--- src/rtl/simt_rs_pkg.sv ---
package simt_rs_pkg;
  // Action applied to the slot currently on top
  typedef enum logic [1:0] {
    TOP_KEEP  = 2'd0,
    TOP_WRITE = 2'd1,
    TOP_POP   = 2'd2
  } top_act_e;
endpackage

--- src/rtl/simt_rs_decide.sv ---
module simt_rs_decide
  import simt_rs_pkg::*;
#(
  parameter int LANES = 4,
  parameter int PC_W  = 16,
  parameter int DEPTH = 8,
  localparam int CNT_W = $clog2(DEPTH + 1)
) (
  input  logic             br_valid,
  input  logic [LANES-1:0] br_taken,
  input  logic [PC_W-1:0]  br_target,
  input  logic [PC_W-1:0]  br_fallthru,
  input  logic [PC_W-1:0]  br_reconv,
  input  logic             step_valid,
  input  logic [PC_W-1:0]  step_pc,
  input  logic [PC_W-1:0]  top_rpc,
  input  logic [LANES-1:0] top_mask,
  input  logic [CNT_W-1:0] cnt,
  output top_act_e         act,
  output logic [PC_W-1:0]  top_wpc,
  output logic [1:0]       push_n,
  output logic [PC_W-1:0]  push0_pc,
  output logic [LANES-1:0] push0_mask,
  output logic [PC_W-1:0]  push1_pc,
  output logic [LANES-1:0] push1_mask,
  output logic [PC_W-1:0]  push_rpc,
  output logic             ovf_evt
);
  logic [LANES-1:0] eff_tk, eff_nt;
  logic             uniform, adv_req, need_ft, need_tk, room;
  logic [PC_W-1:0]  adv_pc;
  logic [1:0]       need_n;

  always_comb begin
    eff_tk  = br_taken & top_mask;
    eff_nt  = top_mask & ~eff_tk;
    uniform = (eff_tk == '0) || (eff_nt == '0);
    adv_pc  = br_valid ? ((eff_tk != '0) ? br_target : br_fallthru) : step_pc;
    adv_req = (br_valid && uniform) || (!br_valid && step_valid);
    need_ft = (br_fallthru != br_reconv);
    need_tk = (br_target != br_reconv);
    need_n  = {1'b0, need_ft} + {1'b0, need_tk};
    room    = (int'(cnt) + int'(need_n)) <= DEPTH;

    act        = TOP_KEEP;
    top_wpc    = adv_pc;
    push_n     = 2'd0;
    push0_pc   = br_fallthru;
    push0_mask = eff_nt;
    push1_pc   = br_target;
    push1_mask = eff_tk;
    push_rpc   = br_reconv;
    ovf_evt    = 1'b0;

    if (adv_req) begin
      if (cnt > CNT_W'(1) && adv_pc == top_rpc) act = TOP_POP;
      else                                      act = TOP_WRITE;
    end else if (br_valid) begin
      if (!room) begin
        ovf_evt = 1'b1;
      end else begin
        act     = TOP_WRITE;
        top_wpc = br_reconv;
        push_n  = need_n;
        if (!need_ft) begin
          // only the taken path needs a slot: it goes in the lower position
          push0_pc   = br_target;
          push0_mask = eff_tk;
        end
      end
    end
  end
endmodule

--- src/rtl/simt_rs_store.sv ---
module simt_rs_store
  import simt_rs_pkg::*;
#(
  parameter int          LANES    = 4,
  parameter int          PC_W     = 16,
  parameter int          DEPTH    = 8,
  parameter int unsigned START_PC = 32'h10,
  localparam int CNT_W = $clog2(DEPTH + 1),
  localparam int IDX_W = (DEPTH > 1) ? $clog2(DEPTH) : 1
) (
  input  logic             clk,
  input  logic             rst_n,
  input  top_act_e         act,
  input  logic [PC_W-1:0]  top_wpc,
  input  logic [1:0]       push_n,
  input  logic [PC_W-1:0]  push0_pc,
  input  logic [LANES-1:0] push0_mask,
  input  logic [PC_W-1:0]  push1_pc,
  input  logic [LANES-1:0] push1_mask,
  input  logic [PC_W-1:0]  push_rpc,
  output logic [PC_W-1:0]  top_pc,
  output logic [PC_W-1:0]  top_rpc,
  output logic [LANES-1:0] top_mask,
  output logic [CNT_W-1:0] cnt
);
  logic [CNT_W-1:0] cnt_q, cnt_d, top_full, above_top;
  logic             cnt_en;
  logic [IDX_W-1:0] tix;
  logic [PC_W-1:0]  npc_all  [DEPTH];
  logic [PC_W-1:0]  rpc_all  [DEPTH];
  logic [LANES-1:0] mask_all [DEPTH];

  assign top_full  = cnt_q - CNT_W'(1);
  assign above_top = cnt_q + CNT_W'(1);
  assign tix       = IDX_W'(top_full);

  for (genvar i = 0; i < DEPTH; i++) begin : g_slot
    logic [PC_W-1:0]  npc_q, npc_d, rpc_q, rpc_d;
    logic [LANES-1:0] msk_q, msk_d;
    logic             en;

    always_comb begin
      en    = 1'b0;
      npc_d = npc_q;
      rpc_d = rpc_q;
      msk_d = msk_q;
      if (act == TOP_WRITE && top_full == CNT_W'(i)) begin
        en    = 1'b1;
        npc_d = top_wpc;
      end
      if (push_n != 2'd0 && cnt_q == CNT_W'(i)) begin
        en    = 1'b1;
        npc_d = push0_pc;
        rpc_d = push_rpc;
        msk_d = push0_mask;
      end
      if (push_n == 2'd2 && above_top == CNT_W'(i)) begin
        en    = 1'b1;
        npc_d = push1_pc;
        rpc_d = push_rpc;
        msk_d = push1_mask;
      end
    end

    always_ff @(posedge clk or negedge rst_n) begin
      if (!rst_n) begin
        npc_q <= (i == 0) ? PC_W'(START_PC) : '0;
        rpc_q <= '0;
        msk_q <= (i == 0) ? '1 : '0;
      end else if (en) begin
        npc_q <= npc_d;
        rpc_q <= rpc_d;
        msk_q <= msk_d;
      end
    end

    assign npc_all[i]  = npc_q;
    assign rpc_all[i]  = rpc_q;
    assign mask_all[i] = msk_q;
  end

  always_comb begin
    cnt_en = (act == TOP_POP) || (push_n != 2'd0);
    cnt_d  = (act == TOP_POP) ? top_full : (cnt_q + CNT_W'(push_n));
  end

  always_ff @(posedge clk or negedge rst_n) begin
    if (!rst_n)      cnt_q <= CNT_W'(1);
    else if (cnt_en) cnt_q <= cnt_d;
  end

  assign top_pc   = npc_all[tix];
  assign top_rpc  = rpc_all[tix];
  assign top_mask = mask_all[tix];
  assign cnt      = cnt_q;
endmodule

--- src/rtl/simt_reconv_stack.sv ---
module simt_reconv_stack
  import simt_rs_pkg::*;
#(
  parameter int          LANES    = 4,
  parameter int          PC_W     = 16,
  parameter int          DEPTH    = 8,
  parameter int unsigned START_PC = 32'h10,
  localparam int CNT_W = $clog2(DEPTH + 1)
) (
  input  logic             clk,
  input  logic             rst_n,
  input  logic             br_valid,
  input  logic [LANES-1:0] br_taken,
  input  logic [PC_W-1:0]  br_target,
  input  logic [PC_W-1:0]  br_fallthru,
  input  logic [PC_W-1:0]  br_reconv,
  input  logic             step_valid,
  input  logic [PC_W-1:0]  step_pc,
  output logic [PC_W-1:0]  cur_pc,
  output logic [LANES-1:0] cur_mask,
  output logic [CNT_W-1:0] stack_depth,
  output logic             overflow
);
  top_act_e         act;
  logic [PC_W-1:0]  top_wpc, push0_pc, push1_pc, push_rpc, top_rpc;
  logic [LANES-1:0] push0_mask, push1_mask;
  logic [1:0]       push_n;
  logic             ovf_evt, ovf_q, ovf_d;

  simt_rs_decide #(.LANES(LANES), .PC_W(PC_W), .DEPTH(DEPTH)) u_decide (
    .br_valid(br_valid), .br_taken(br_taken), .br_target(br_target),
    .br_fallthru(br_fallthru), .br_reconv(br_reconv),
    .step_valid(step_valid), .step_pc(step_pc),
    .top_rpc(top_rpc), .top_mask(cur_mask), .cnt(stack_depth),
    .act(act), .top_wpc(top_wpc), .push_n(push_n),
    .push0_pc(push0_pc), .push0_mask(push0_mask),
    .push1_pc(push1_pc), .push1_mask(push1_mask),
    .push_rpc(push_rpc), .ovf_evt(ovf_evt)
  );

  simt_rs_store #(.LANES(LANES), .PC_W(PC_W), .DEPTH(DEPTH), .START_PC(START_PC)) u_store (
    .clk(clk), .rst_n(rst_n), .act(act), .top_wpc(top_wpc), .push_n(push_n),
    .push0_pc(push0_pc), .push0_mask(push0_mask),
    .push1_pc(push1_pc), .push1_mask(push1_mask), .push_rpc(push_rpc),
    .top_pc(cur_pc), .top_rpc(top_rpc), .top_mask(cur_mask), .cnt(stack_depth)
  );

  assign ovf_d = ovf_q | ovf_evt;

  always_ff @(posedge clk or negedge rst_n) begin
    if (!rst_n)       ovf_q <= 1'b0;
    else if (ovf_evt) ovf_q <= ovf_d;
  end

  assign overflow = ovf_q;
endmodule

--- config.mk ---
export PLATFORM = sky130hd
export DESIGN_NAME = simt_reconv_stack
export DESIGN_NICKNAME = d
export VERILOG_FILES = /design/src/rtl/simt_rs_pkg.sv /design/src/rtl/simt_rs_decide.sv /design/src/rtl/simt_rs_store.sv /design/src/rtl/simt_reconv_stack.sv
export SDC_FILE = /design/constraint.sdc
export NUM_CORES = 1
export LEC_CHECK = 0
export CAP_MARGIN = 20
export CORE_MARGIN = 4
export CORE_UTILIZATION = 45
export DETAILED_ROUTE_END_ITERATION = 7
export DONT_BUFFER_PORTS = 1
export GPL_ROUTABILITY_DRIVEN = 0
export HOLD_SLACK_MARGIN = 0.05
export PLACE_DENSITY = 0.61
export SYNTH_ARGS = -nofsm -noshare
export SYNTH_HDL_FRONTEND = slang
export SYNTH_SLANG_ARGS = --single-unit
export TNS_END_PERCENT = 5
--- constraint.sdc ---
create_clock -name clk -period 5.3 [get_ports clk]
set_clock_uncertainty 0.05 [all_clocks]
set_input_delay 0.265 -clock clk [delete_from_list [all_inputs] [get_ports clk]]
set_output_delay 0.265 -clock clk [all_outputs]
set_load 0.005 [all_outputs]
Word level (Yosys, flattened, before mapping)
Index checks and enable logic that the tools add are counted.
W data, S select, Z words.
- add/sub/neg operators: 5
- magnitude comparators: 3
- eq/ne operators: 27
- mux-type cells: 113
- bitwise logic cells: 5
- reductions and logical operators: 70
- operator list (kind ; number):
    $mux W16 ; 53
    $bmux W16 S3 ; 2
    $mux W4 ; 23
    $eq A4 B3 Y1 const B ; 12
    $le A32 B5 Y1 const B ; 1
    $ne A16 B16 Y1 ; 2
    $reduce_and A2 Y1 ; 16
    $mux W1 ; 28
    $logic_and A1 B1 Y1 ; 27
    $eq A4 B2 Y1 const B ; 6
    $reduce_bool A3 Y1 ; 8
    $logic_not A4 Y1 ; 5
    $reduce_bool A2 Y1 ; 9
    $eq A16 B16 Y1 ; 1
    $bmux W4 S3 ; 1
    $eq A4 B1 Y1 const B ; 3
    $mux W2 ; 6
    $and A4 B4 Y4 ; 2
    $add A4 B2 Y5 ; 1
    $add A4 B1 Y4 const B ; 1
    $add A4 B2 Y4 ; 1
    $eq A2 B2 Y1 const B ; 2
    $ge A4 B4 Y1 const B ; 1
    $gt A4 B1 Y1 const B ; 1
    9 further kinds ; 11
- register bits: 293
- bits of input ports: 72
- output and inout bits: 25
- logic and storage cells: 249

Longest topological paths before layout
- word-level depth: 19
- depth in mapped cells: 24
- gate-level depth less buffers: 20

Hierarchy
Synthesis repeated with hierarchy kept, for this count alone.
- cells, all modules: 1867
- area, all modules: 18700.4 um2
- modules (own cells, without submodules) (module ; times used ; cells an instance ; area an instance (um2) ; sequential area each (um2)):
    simt_rs_store ; 1 ; 1564 ; 16493.3 ; 7314.5
    simt_rs_decide ; 1 ; 301 ; 2175.8 ; 0.0
    simt_reconv_stack ; 1 ; 2 ; 31.3 ; 25.0

Worst setup path before layout
OpenSTA, ideal clock, no wires.
- path kind: flip-flop to flip-flop
- from: reg u_store.cnt_q[0], in the netlist u_store.cnt[0]
- to: reg u_store.g_slot[2].npc_q[14]
- library setup time: 0.127 ns
- data arrival time: 5.716 ns
- data required time: 5.123 ns
- slack: -0.594 ns
- stages on the path, launching flop included: 22
- buffers on the path: 7
- period minus slack after synthesis: 5.894 ns
- cells stage by stage: dfstp_2 > inv_1 > clkbuf_1 > clkbuf_1 > ha_1 > buf_2 > buf_2 > mux2i_1 > nand3_1 > and4_1 > clkbuf_1 > a222oi_1 > and2_1 > buf_4 > mux2i_1 > xor2_1 > a2111o_1 > nor4_4 > o21ai_2 > a311oi_4 > buf_4 > mux2_1
- word-level cells in the longest chain between the ends: 19
- elaborated cells on any way between the ends: 55
- those cells by class: add/sub (3); order compare (2); eq/ne (6); mux (27); bitwise (4); reduce/logical (13)
- RTL lines (element ; line ; RTL):
    start, declared ; simt_rs_store.sv:26 ; logic [CNT_W-1:0] cnt_q, cnt_d, top_full, above_top;
    start signal, assigned ; simt_rs_store.sv:89 ; else if (cnt_en) cnt_q <= cnt_d;
    $sub A4 B1 Y4 * ; simt_rs_store.sv:33 ; assign top_full = cnt_q - CNT_W'(1);
    $not A3 Y4 (not written as such) * ; simt_rs_store.sv:94 ; assign top_mask = mask_all[tix];
    $bmux W4 S3 * ; simt_rs_store.sv:94 ;
    $mux W4 (not written as such) * (2 in series) ; simt_rs_store.sv:94 ;
    named net cur_mask[1] ; simt_reconv_stack.sv:20 ; output logic [LANES-1:0] cur_mask,
    $and A4 B4 Y4 ; simt_rs_decide.sv:35 ; eff_tk = br_taken & top_mask;
    $reduce_bool A4 Y1 / $not A4 Y4 (equally long branches) ; simt_rs_decide.sv:38, simt_rs_decide.sv:36 ;
    $mux W16 / $and A4 B4 Y4 (equally long branches) ; simt_rs_decide.sv:38, simt_rs_decide.sv:36 ;
    [3 not listed] ; - ;
    $mux W2 / $logic_or A1 B1 Y1 (equally long branches) ; simt_rs_decide.sv:56, simt_rs_decide.sv:39 ;
    $mux W2 ; simt_rs_decide.sv:55 ; if (adv_req) begin
    $eq A2 B1 Y1 ; simt_rs_store.sv:47 ; if (act == TOP_WRITE && top_full == CNT_W'(i)) begin
    $logic_and A1 B1 Y1 ; simt_rs_store.sv:47 ;
    $mux W1 ; simt_rs_store.sv:47 ;
    $mux W1 ; simt_rs_store.sv:51 ; if (push_n != 2'd0 && cnt_q == CNT_W'(i)) begin
    $mux W1 ; simt_rs_store.sv:57 ; if (push_n == 2'd2 && above_top == CNT_W'(i)) begin
    $reduce_and A2 Y1 (no line) ; - ;
    end signal, assigned ; simt_rs_store.sv:67 ; npc_q <= (i == 0) ? PC_W'(START_PC) : '0;
    end signal, assigned ; simt_rs_store.sv:71 ; npc_q <= npc_d;
    end, declared ; simt_rs_store.sv:38 ; logic [PC_W-1:0] npc_q, npc_d, rpc_q, rpc_d;
The timed path passes the listed nets; every way through them passes the cells marked *. The select of a mux whose other input is x is not followed.
A chain may end at the register's enable or synchronous reset.

Final worst setup path
- from: reg u_store.cnt_q[0], in the netlist u_store.cnt[0]
- to: reg u_store.g_slot[2].npc_q[3]
- word-level cells in the longest chain between the ends: 19
- elaborated cells on any way between the ends: 55
- those cells by class: add/sub (3); order compare (2); eq/ne (6); mux (27); bitwise (4); reduce/logical (13)
- RTL lines (element ; line):
    $sub A4 B1 Y4 ; simt_rs_store.sv:33
    $not A3 Y4 (not written as such) ; simt_rs_store.sv:93, simt_rs_store.sv:94
    $bmux W4 S3 ; simt_rs_store.sv:94
    $mux W4 (not written as such) (2 in series) ; simt_rs_store.sv:94
    $and A4 B4 Y4 ; simt_rs_decide.sv:35
    $reduce_bool A4 Y1 / $not A4 Y4 (equally long branches) ; simt_rs_decide.sv:38, simt_rs_decide.sv:36
    $mux W16 / $and A4 B4 Y4 (equally long branches) ; simt_rs_decide.sv:38, simt_rs_decide.sv:36
    $mux W16 / $logic_not A4 Y1 (equally long branches) ; simt_rs_decide.sv:38, simt_rs_decide.sv:37
    [2 not listed] ; -
    $mux W2 / $logic_or A1 B1 Y1 (equally long branches) ; simt_rs_decide.sv:56, simt_rs_decide.sv:39
    $mux W2 ; simt_rs_decide.sv:55
    $eq A2 B1 Y1 ; simt_rs_store.sv:47
    $logic_and A1 B1 Y1 ; simt_rs_store.sv:47
    $mux W1 ; simt_rs_store.sv:47
    $mux W1 ; simt_rs_store.sv:51
    $mux W1 ; simt_rs_store.sv:57
    $reduce_and A2 Y1 (no line) ; -
Parallel ways exist; a longest one is shown, timed or not. The select of a mux whose other input is x is not followed.

==> flow_summary_export.csv <==
group,metric,value,unit
outcome,outcome,"finished, violations left",
outcome,violations,"negative hold slack",
layout,nFillCells,3563,
drt,route.detailed.drc,0,
logic_synthesis,yosys.area_share.simple,0.102,
power,sw_frac_of_total,0.237,
logic_synthesis,ys.flop_type,"dfrtp_1",
power,pwr-share-clk,0.493,
power,total_power,0.00500,W
sta,final.min_clock_period,5190,ps
power,vdd_drop_max,0.000229,V
power,p_comb_frac,0.059,
logic_synthesis,async_flop_share,1.00,
logic_synthesis,synth_edf_count,0,
sta,hold_viol,291,
grt,use_met1,0.404,
logic_synthesis,synth_nets,1842,
logic_synthesis,synth-compound-area-share,0.171,
cts,cts_tree,"built",
die,rows,73,
sta,tightest_slew,1190,ps
drt,wl_per_cell,29.6,um
logic_synthesis,synth_area_per_cell,10.4,um^2
cts,insertion_delay,570,ps
cts,cts_hold_buffers,55,
grt,grt_pass1_vias,15900,
sta,max_freq,193,MHz
setup_path,crit_required,5690,ps
die,io_pins,97,
sta,fin_crit_sh,0.979,
grt,track_usage,0.312,
place,placement.io_buffers,0,
sta,slew_violations,0,
setup_path,worstPathArrival,5580,ps
sta,worst_slack,111,ps
logic_synthesis,synth_fa_ha_area_frac,0.0104,
die,dieHeight,209,um
sta,fin_setup_tns,0,ps
run,drv_cap,0,
power,leakagePower,9.73,nW
drt,postRouteAntennaNets,0,
cts,clk_pin_slew_worst_paths,60,ps
cts,htree_levels,2,
setup_path,setup.worst_path.end_class,"flip-flop",
sta,setup_viol_count_final,0,
grt,met3_usage,0.0979,
grt,grt_max_degree,294,
die,start_util,0.457,
setup_path,critPathMaxFanout,13,
grt,met2_usage,0.478,
layout,layout.nets,1915,
sta,whs,-624,ps
sta,slew_headroom,0.202,
layout,multi_input_area,10100,um^2
worst_hold_path,holdCritPathClass,"in2async",
grt,grt_pass1_wl,104000,um
setup_path,critPathLaunchType,"flip-flop",
setup_path,r2r_cells,20,
logic_synthesis,synth_top_family_by_area,"multiplexers",
logic_synthesis,synth_xor_area_frac,0.0245,
power,internal_power,0.00381,W
logic_synthesis,synth_mux_area_frac,0.242,
layout,drive_gt1_frac,0.279,
drt,vias,16100,
drt,wirelength,70600,um
logic_synthesis,netlist-cell-type-count,69,
place,place_ws,127,ps
place,dp_hpwl,46500,um
setup_path,critical_path_class,"reg2reg",
power,p_sw,0.00119,W
die,coreArea,39800,um^2
die,die-area,43700,um^2
cts,clkSinkCount,293,
grt,grt-ovfl-total,0,
power,power_density,233,nW/um^2
logic_synthesis,synth-seq-cells,293,
cts,clock_tree.buffer_depth,3,
drt,first_iter_violations,2449,
logic_synthesis,ys_seq_area_frac,0.403,
grt,top_usage_layer,"met2",
drt,viasPerCell,6.77,
logic_synthesis,ys_warn_count,0,
die,die_x,209,um
layout,area_delta_synth_final,17.8,%
grt,antenna_found_initial,3,
cts,cts_made_buffers,35,
drt,firstDrtPassIters,6,
layout,register_area,7340,um^2
logic_synthesis,synth.cell_area,18200,um^2
cts,root_buffer,"clkbuf_16",
logic_synthesis,syn_inst,1756,
power,pwr-share-seq,0.448,
==> power by group through the flow <==
stage	Sequential [W]	Combinational [W]	Clock, W
2_1_floorplan	0.00228	0.000188	0
3_3_place_gp	0.00228	0.000203	0
3_5_place_dp	0.00228	0.000204	0
4_1_cts	0.00224	0.000284	0.00250
5_1_grt	0.00224	0.000310	0.00259
6_report	0.00224	0.000296	0.00247
==> cell families after synthesis <==
logic type	Yosys count
xor+xnor	50
fa+ha+maj	14
flops	293
simple gates	404
mux	341
compound gates	448
buf+inv	206
==> worst max-delay path: stages, from the launching register on <==
cell	delay, ps
dfstp_4	620
inv_2	70
ha_4	290
buf_12	130
buf_4	110
mux2i_1	230
nand3_1	100
and4_1	230
a222oi_1	370
bufbuf_16	360
nand2_1	70
buf_4	200
mux2_1	350
a311oi_1	280
nand4_1	210
nor4_4	290
buf_4	190
o21ai_2	80
a311oi_4	310
buf_12	190
mux2_2	340
==> layout by cell type, fill, tap and decap left out, types with 29 or more instances in the layout <==
cell type,instances
o22ai_1,77
buf_4,127
dlygate4sd3_1,55
and3_1,50
clkbuf_16,35
a21oi_1,88
a31oi_1,40
dfrtp_1,287
mux2_2,221
mux4_2,56
a22oi_1,50
o22a_1,36
o21ai_0,29
a22o_1,38
nand2_1,183
nand3_1,30
mux2i_1,58
inv_1,30
nor2_1,77
==> registers in the layout (all words and copies together) (netlist names) <==
signal / cells
overflow: 1
u_store.cnt: 4
u_store.g_slot.msk_q: 32
u_store.g_slot.npc_q: 128
u_store.g_slot.rpc_q: 128
==> through the flow <==
step,util,instances,hold WS [ps],cell area (um^2)
6_report,0.539,2383,-624,21400
5_1_grt,0.538,2379,-640,21400
4_1_cts,0.534,2364,-647,21300
3_5_place_dp,0.490,2248,-52.1,19500
3_3_place_gp,0.490,2248,-52.1,19500
2_1_floorplan,-,1756,-80.6,18300
==> cell usage after synthesis (all sizes together), types with 27 or more instances <==
cell type | n | share of area
a21oi | 92 | 0.026
nand2 | 183 | 0.038
xnor2 | 27 | 0.013
nand3 | 30 | 0.0082
a221oi | 27 | 0.013
mux4 | 56 | 0.069
a22o | 38 | 0.018
inv | 31 | 0.0064
and3 | 50 | 0.017
nor2 | 79 | 0.016
o21ai | 36 | 0.010
mux2 | 227 | 0.14
clkbuf | 124 | 0.026
buf | 51 | 0.016
o22a | 36 | 0.017
mux2i | 58 | 0.032
a31oi | 40 | 0.014
dfrtp | 287 | 0.39
o22ai | 77 | 0.026
a22oi | 50 | 0.021
==> final timing paths <==
| kind | start | to | slack, ps |
|---|---|---|---|
| max in group asynchronous | rst_n | u_store.g_slot[3].rpc_q[13] | 4930 |
| min in group clk | br_fallthru[10] | u_store.g_slot[3].npc_q[10] | 60 |
| hold reg to reg | u_store.g_slot[4].npc_q[14] | u_store.g_slot[4].npc_q[14] | 440 |
| hold / removal | rst_n | u_store.g_slot[2].msk_q[2] | -620 |
| setup reg to reg | u_store.cnt[0] | u_store.g_slot[2].npc_q[3] | 110 |
| setup / recovery | u_store.cnt[0] | u_store.g_slot[2].npc_q[3] | 110 |
==> timing repair <==
action / CTS / global route
endpoints found under the hold margin: 531 / 293
resized for setup: 0 / 6
buffers inserted: 0 / 12
endpoints found under the setup margin: 0 / 111
==> metal layers <==
| metal | vias to the layer above | wire (um) |
|---|---|---|
| met5 | - | 30 |
| met4 | 4 | 3890 |
| met3 | 251 | 8470 |
| met2 | 1074 | 31500 |
| met1 | 8064 | 26700 |
| li1 | 6738 | - |
==> layout make-up <==
cell class | count | area share
clock buffers | 51 | 0.0478
diodes | 5 | 0.000583
flip-flops and latches | 293 | 0.342
multi-input cells | 1258 | 0.471
well taps | 525 | 0.0306
clock inverters | 10 | 0.00694
inverters | 31 | 0.00543
repair buffers | 210 | 0.0955
(Power assumes the default switching activity.)
